<file path="config.mk">
export PLATFORM = sky130hd
export DESIGN_NAME = aclk_gen
export DESIGN_NICKNAME = d
export VERILOG_FILES = /design/src/rtl/aclk_pkg.sv /design/src/rtl/aclk_ratio.sv /design/src/rtl/aclk_seq.sv /design/src/rtl/aclk_gen.sv
export SDC_FILE = /design/constraint.sdc
export NUM_CORES = 1
export LEC_CHECK = 0
export BUFFER_PORTS_ARGS = -buffer_cell sky130_fd_sc_hd__buf_2
export CAP_MARGIN = 20
export CELL_PAD_IN_SITES_DETAIL_PLACEMENT = 0
export CELL_PAD_IN_SITES_GLOBAL_PLACEMENT = 1
export CORE_MARGIN = 1.5
export CORE_UTILIZATION = 45
export DETAILED_ROUTE_END_ITERATION = 10
export GPL_TIMING_DRIVEN = 0
export PLACE_DENSITY_LB_ADDON = 0.1
export SETUP_SLACK_MARGIN = 0.05
export SLEW_MARGIN = 40
export SYNTH_ARGS = -nofsm -noshare
export SYNTH_HDL_FRONTEND = slang
export SYNTH_SLANG_ARGS = --single-unit
</file>
<file path="constraint.sdc">
create_clock -name clk -period 5.32 [get_ports clk]
set_clock_uncertainty 0.1 [all_clocks]
set_input_delay 0 -clock clk [delete_from_list [all_inputs] [get_ports clk]]
set_output_delay 0 -clock clk [all_outputs]
set_load 0.01 [all_outputs]
</file>
<file path="src/rtl/aclk_pkg.sv">
package aclk_pkg;
    typedef enum logic [1:0] {
        S_IDLE = 2'd0,
        S_LOW  = 2'd1,
        S_HIGH = 2'd2
    } aclk_state_e;
endpackage

</file>
<file path="src/rtl/aclk_ratio.sv">
// Decodes the divider fields into a half-period length (in clk cycles)
// and flags settings that must keep the generator idle.
module aclk_ratio #(
    parameter int LEG_W  = 2,
    parameter int WIDE_W = 6,
    parameter int HALF_W = 8
) (
    input  logic              sel_wide,
    input  logic [LEG_W-1:0]  legacy_log2,
    input  logic [WIDE_W-1:0] wide_m1,
    input  logic              fmt_16b,
    input  logic              fmt_8ch,
    output logic [HALF_W-1:0] half_len,
    output logic              cfg_ok
);
    localparam logic [HALF_W-1:0] ONE = HALF_W'(1);

    logic [HALF_W-1:0] nominal;
    logic              scale_up;

    assign nominal  = HALF_W'(wide_m1) + ONE;
    assign scale_up = fmt_16b && fmt_8ch;

    always_comb begin
        half_len = ONE;
        cfg_ok   = 1'b1;
        if (sel_wide) begin
            if (legacy_log2 != '0) begin
                cfg_ok = 1'b0;
            end
            if (scale_up) begin
                if (nominal[0]) begin
                    cfg_ok = 1'b0;
                end
                half_len = nominal + (nominal >> 1);
            end else begin
                half_len = nominal;
            end
        end else begin
            half_len = ONE << legacy_log2;
        end
    end
endmodule

</file>
<file path="src/rtl/aclk_seq.sv">
// Three-state sequencer: IDLE, LOW (first half of a bit), HIGH (second half).
module aclk_seq
    import aclk_pkg::*;
#(
    parameter int HALF_W  = 8,
    parameter int FRAME_W = 12
) (
    input  logic               clk,
    input  logic               rst_n,
    input  logic               run,
    input  logic [HALF_W-1:0]  half_len,
    input  logic [FRAME_W-1:0] frame_m1,
    input  logic               bclk_inv,
    input  logic               fclk_inv,
    output logic               bclk,
    output logic               fclk,
    output logic               bclk_stb,
    output logic               active
);
    localparam logic [HALF_W-1:0]  H_ONE = HALF_W'(1);
    localparam logic [FRAME_W-1:0] F_ONE = FRAME_W'(1);

    aclk_state_e        st_q, st_nx;
    logic [HALF_W-1:0]  hc_q, hc_nx;
    logic [FRAME_W-1:0] bc_q, bc_nx;
    logic               phase_end;
    logic [FRAME_W:0]   frame_mid;

    assign phase_end = (hc_q == half_len - H_ONE);
    assign frame_mid = ({1'b0, frame_m1} + {{FRAME_W{1'b0}}, 1'b1}) >> 1;

    // Next-state logic: START, RISE, FALL, STOP
    always_comb begin
        st_nx = st_q;
        hc_nx = hc_q;
        bc_nx = bc_q;
        if (!run) begin
            st_nx = S_IDLE;                       // STOP
            hc_nx = '0;
            bc_nx = '0;
        end else begin
            unique case (st_q)
                S_IDLE: begin                     // START
                    st_nx = S_LOW;
                    hc_nx = '0;
                    bc_nx = '0;
                end
                S_LOW: begin
                    if (phase_end) begin          // RISE
                        st_nx = S_HIGH;
                        hc_nx = '0;
                    end else begin
                        hc_nx = hc_q + H_ONE;
                    end
                end
                S_HIGH: begin
                    if (phase_end) begin          // FALL
                        st_nx = S_LOW;
                        hc_nx = '0;
                        bc_nx = (bc_q == frame_m1) ? '0 : bc_q + F_ONE;
                    end else begin
                        hc_nx = hc_q + H_ONE;
                    end
                end
                default: begin
                    st_nx = S_IDLE;
                    hc_nx = '0;
                    bc_nx = '0;
                end
            endcase
        end
    end

    // State register
    always_ff @(posedge clk or negedge rst_n) begin
        if (!rst_n) begin
            st_q <= S_IDLE;
            hc_q <= '0;
            bc_q <= '0;
        end else begin
            st_q <= st_nx;
            hc_q <= hc_nx;
            bc_q <= bc_nx;
        end
    end

    // Registered outputs, decoded from the next state
    always_ff @(posedge clk or negedge rst_n) begin
        if (!rst_n) begin
            bclk     <= 1'b0;
            fclk     <= 1'b0;
            bclk_stb <= 1'b0;
        end else begin
            bclk     <= (st_nx == S_HIGH) ^ bclk_inv;
            fclk     <= ((st_nx != S_IDLE) && ({1'b0, bc_nx} >= frame_mid)) ^ fclk_inv;
            bclk_stb <= (st_nx == S_LOW) && (hc_nx == '0);
        end
    end

    assign active = (st_q != S_IDLE);
endmodule

</file>
<file path="src/rtl/aclk_gen.sv">
module aclk_gen #(
    parameter int LEG_W   = 2,
    parameter int WIDE_W  = 6,
    parameter int FRAME_W = 12
) (
    input  logic               clk,
    input  logic               rst_n,
    input  logic               div_en,
    input  logic               div_sel_wide,
    input  logic [LEG_W-1:0]   legacy_log2,
    input  logic [WIDE_W-1:0]  wide_m1,
    input  logic               fmt_16b,
    input  logic               fmt_8ch,
    input  logic [FRAME_W-1:0] frame_m1,
    input  logic               bclk_inv,
    input  logic               fclk_inv,
    output logic               bclk,
    output logic               fclk,
    output logic               bclk_stb
);
    localparam int HALF_W = ((WIDE_W + 1) > (2 ** LEG_W)) ? (WIDE_W + 1) : (2 ** LEG_W);

    logic [HALF_W-1:0] half_len;
    logic              cfg_ok;
    logic              seq_active;

    aclk_ratio #(
        .LEG_W (LEG_W),
        .WIDE_W(WIDE_W),
        .HALF_W(HALF_W)
    ) u_ratio (
        .sel_wide   (div_sel_wide),
        .legacy_log2(legacy_log2),
        .wide_m1    (wide_m1),
        .fmt_16b    (fmt_16b),
        .fmt_8ch    (fmt_8ch),
        .half_len   (half_len),
        .cfg_ok     (cfg_ok)
    );

    aclk_seq #(
        .HALF_W (HALF_W),
        .FRAME_W(FRAME_W)
    ) u_seq (
        .clk     (clk),
        .rst_n   (rst_n),
        .run     (div_en && cfg_ok),
        .half_len(half_len),
        .frame_m1(frame_m1),
        .bclk_inv(bclk_inv),
        .fclk_inv(fclk_inv),
        .bclk    (bclk),
        .fclk    (fclk),
        .bclk_stb(bclk_stb),
        .active  (seq_active)
    );
endmodule

</file>
==> impl_metrics.env <==
export IMPL_drive_gt1_frac=0.278
export IMPL_status="finished clean"
export IMPL_crit_type="input pin to flop"
export IMPL_placed_area_um2=3190
export IMPL_area_growth_pct=29.4
export IMPL_clkSinkCount=24
export IMPL_drc=0
export IMPL_worst_slack_ps=196
export IMPL_syn_area_um2=2950
export IMPL_multiInputGateArea_um2=2520
export IMPL_maxCapViolCount=0
export IMPL_seq_area_frac_synth=0.204
export IMPL_core_area_um2=6350
export IMPL_syn_avg_cell_area_um2=8.10
export IMPL_p_seq_frac=0.360
export IMPL_synth_seq_cells=24
export IMPL_numCtsBuffers=3
export IMPL_critPathMostFrequentCell="buf_4"
export IMPL_pre_cts_slack_ps=-1090
export IMPL_regArea_um2=601
export IMPL_setup_violations=0
export IMPL_max_freq_ghz=0.195
export IMPL_clockPowerShare=0.205
export IMPL_power_density_nw_per_um2=136
export IMPL_cpPeakStageDelay_ps=320
export IMPL_postLayoutCellArea_um2=3810
export IMPL_antenna_found_initial=0
export IMPL_io_buffer_count=29
export IMPL_yosys_top_cells_count="31 x nand2_1, 24 x dfrtp_1, 24 x ha_1, 24 x xnor2_1"
export IMPL_syn_inst=364
export IMPL_synth_edf_count=0
export IMPL_ctsHtreeMaxLevel=1
export IMPL_final_antenna_net_count=0
export IMPL_avgRoutedWirePerCell_um=15.9
export IMPL_rsz0062_at_grt="yes"
export IMPL_finalWeightedCongestion=0.844
export IMPL_cts_tree="yes"
export IMPL_first_pass_iters=4
export IMPL_cts_root_buf="clkbuf_8"
export IMPL_grt_start_max_net_pins=25
export IMPL_relSlewSlack=0.629
export IMPL_cts_buffer_depth=2
export IMPL_gr_total_overflow=0
export IMPL_boundaryPins=31
export IMPL_finalHoldViolCount=0
export IMPL_p_int_w=0.000341
export IMPL_synth_cell_types=66
export IMPL_yosys_top_cells_area="dfrtp_1 20%, ha_1 10%, xnor2_1 7.1%"
export IMPL_initial_utilization=0.464
export IMPL_fin_crit_sh=0.963
export IMPL_required_ps=5400
export IMPL_die_width_um=83.9
export IMPL_worst_slew_pin_slew_ps=556
export IMPL_ys_warn_count=0
export IMPL_worstSkewPairLatency_ps=270
export IMPL_wl_um=7950
export IMPL_share_comb_of_total_power=0.435
export IMPL_syn_nets=416
export IMPL_clkTransAtPathRegs_ps=80
export IMPL_finalMaxSlewViolations=0
export IMPL_crit_slowest_cell="a211o_1"
export IMPL_grt_pass1_vias=2616
export IMPL_finalCriticalPeriod_ps=5120
export IMPL_synthArstFlopShare=1.00
export IMPL_path_max_fanout=6
export IMPL_min_path_cells=3
export IMPL_start_kind="input pin"
export IMPL_fillCellCount=600
export IMPL_first_iter_violations=129
export IMPL_yosysMostFrequentCell="nand2_1"
export IMPL_vdd_drop_max_mv=0.0899
export IMPL_yosysTopAreaCell="dfrtp_1"
export IMPL_dieArea_um2=7050
export IMPL_worst_hold_path_type="input pin to flop"
export IMPL_vias_per_cell=5.85
export IMPL_p_switching_w=0.000177
export IMPL_critPathArrivalTime_ps=5200
export IMPL_place_hpwl_um=5660
export IMPL_r2r_cells=21
export IMPL_die_h_um=83.9
export IMPL_finalNetCount=478
export IMPL_std_cell_rows=29
export IMPL_synth_top_area_frac=0.204
export IMPL_switching_share=0.342
export IMPL_grt_pass1_wl_um=12500
export IMPL_finalSetupTns_ps=0
export IMPL_end_kind="flop"
export IMPL_grt_total_usage=0.213
export IMPL_p_leak_nw=1.61
export IMPL_n_antenna_cell=0
export IMPL_vias=2931
export IMPL_synth_ff_type="dfrtp_1"
cells by family (layout without fill, tap and decap cells):
kind of cell | after synthesis | count (layout) | synth area share
compound gates | 99 | 99 | 0.245
xor+xnor | 48 | 48 | 0.148
fa+ha+maj | 24 | 24 | 0.102
buf+inv | 32 | 92 | 0.0488
flops | 24 | 24 | 0.204
mux | 3 | 3 | 0.0102
simple gates | 134 | 134 | 0.242
per-stage QoR:
stage	power (W)	hold WS [ps]	instances	utilization
3_3_place_gp	0.000360	-79.1	470	0.502
4_1_cts	0.000489	80.7	484	0.551
5_1_grt	0.000551	96.8	501	0.601
3_5_place_dp	0.000361	-82.1	470	0.502
6_report	0.000518	72.0	501	0.601
2_1_floorplan	0.000313	-396	364	-
layout make-up:
| type | count | area share |
|---|---|---|
| multi-input cells | 308 | 0.660 |
| flip-flops and latches | 24 | 0.157 |
| repair buffers | 57 | 0.0984 |
| plain buffers | 17 | 0.0328 |
| well taps | 77 | 0.0253 |
| inverters | 15 | 0.0148 |
| clock buffers | 3 | 0.0108 |
per-layer routing:
layer	global-route usage	vias to the layer above	wire, um
li1	-	1479	-
met1	0.327	1393	4030
met2	0.326	55	3620
met3	0.0198	4	253
met4	0.0358	0	46
met5	0	-	0
state kept, by name, indices dropped and copies added (netlist names):
name / flops
u_seq.bc_q: 12
u_seq.hc_q: 7
u_seq.st_q: 2
u_seq.bclk: 1
u_seq.bclk_stb: 1
u_seq.fclk: 1
power by group through the flow:
stage / clock network [W] / registers (W) / logic, W
after floorplan: 0 / 0.000191 / 0.000122
after global placement: 0 / 0.000190 / 0.000170
after detailed placement: 0 / 0.000190 / 0.000171
after CTS: 0.000110 / 0.000186 / 0.000193
after global routing: 0.000118 / 0.000187 / 0.000245
final: 0.000106 / 0.000186 / 0.000225
path summary, 6_finish.rpt:
kind,start,endpoint,slack [ps]
worst min register to register,u_seq.bc_q[7],u_seq.bc_q[7],450
max in group asynchronous,rst_n,u_seq.bc_q[0],4600
min in group asynchronous,rst_n,u_seq.fclk,150
worst max-delay path,wide_m1[0],u_seq.fclk,200
worst max register to register,u_seq.hc_q[3],u_seq.fclk,1250
worst min-delay path,div_en,u_seq.st_q[0],70
worst max-delay path: cells and delay by family:
family          cells  cell delay (ps)
compound gates     12             2250
buf+inv             7              870
fa+ha+maj           4              830
simple gates        6              620
xor+xnor            2              310
mux                 2              310
cells in the final DEF, fill, tap and decap left out, types with 4 or more instances in the layout:
| cell type | count |
|---|---|
| nand2_1 | 29 |
| buf_2 | 28 |
| buf_4 | 26 |
| dfrtp_1 | 24 |
| xor2_1 | 21 |
| xnor2_1 | 21 |
| nor2_1 | 21 |
| nand3_1 | 19 |
| ha_1 | 17 |
| a31oi_1 | 12 |
| inv_1 | 12 |
| a21oi_1 | 12 |
| o21ai_0 | 12 |
| and3_1 | 10 |
| clkbuf_1 | 8 |
| nor3_1 | 7 |
| nand4_1 | 7 |
| o211ai_1 | 7 |
| buf_6 | 6 |
| nor4_1 | 6 |
| ha_4 | 6 |
| and2_1 | 4 |
| nand2b_1 | 4 |
what timing repair did:
item,in CTS,in global routing
gates resized for setup,34,38
endpoints found under the hold margin,26,0
hold buffers,3,0
pin swaps,7,31
endpoints found under the setup margin,1,1
setup buffers,8,18
No activity file was read; power rests on OpenSTA's default activity.
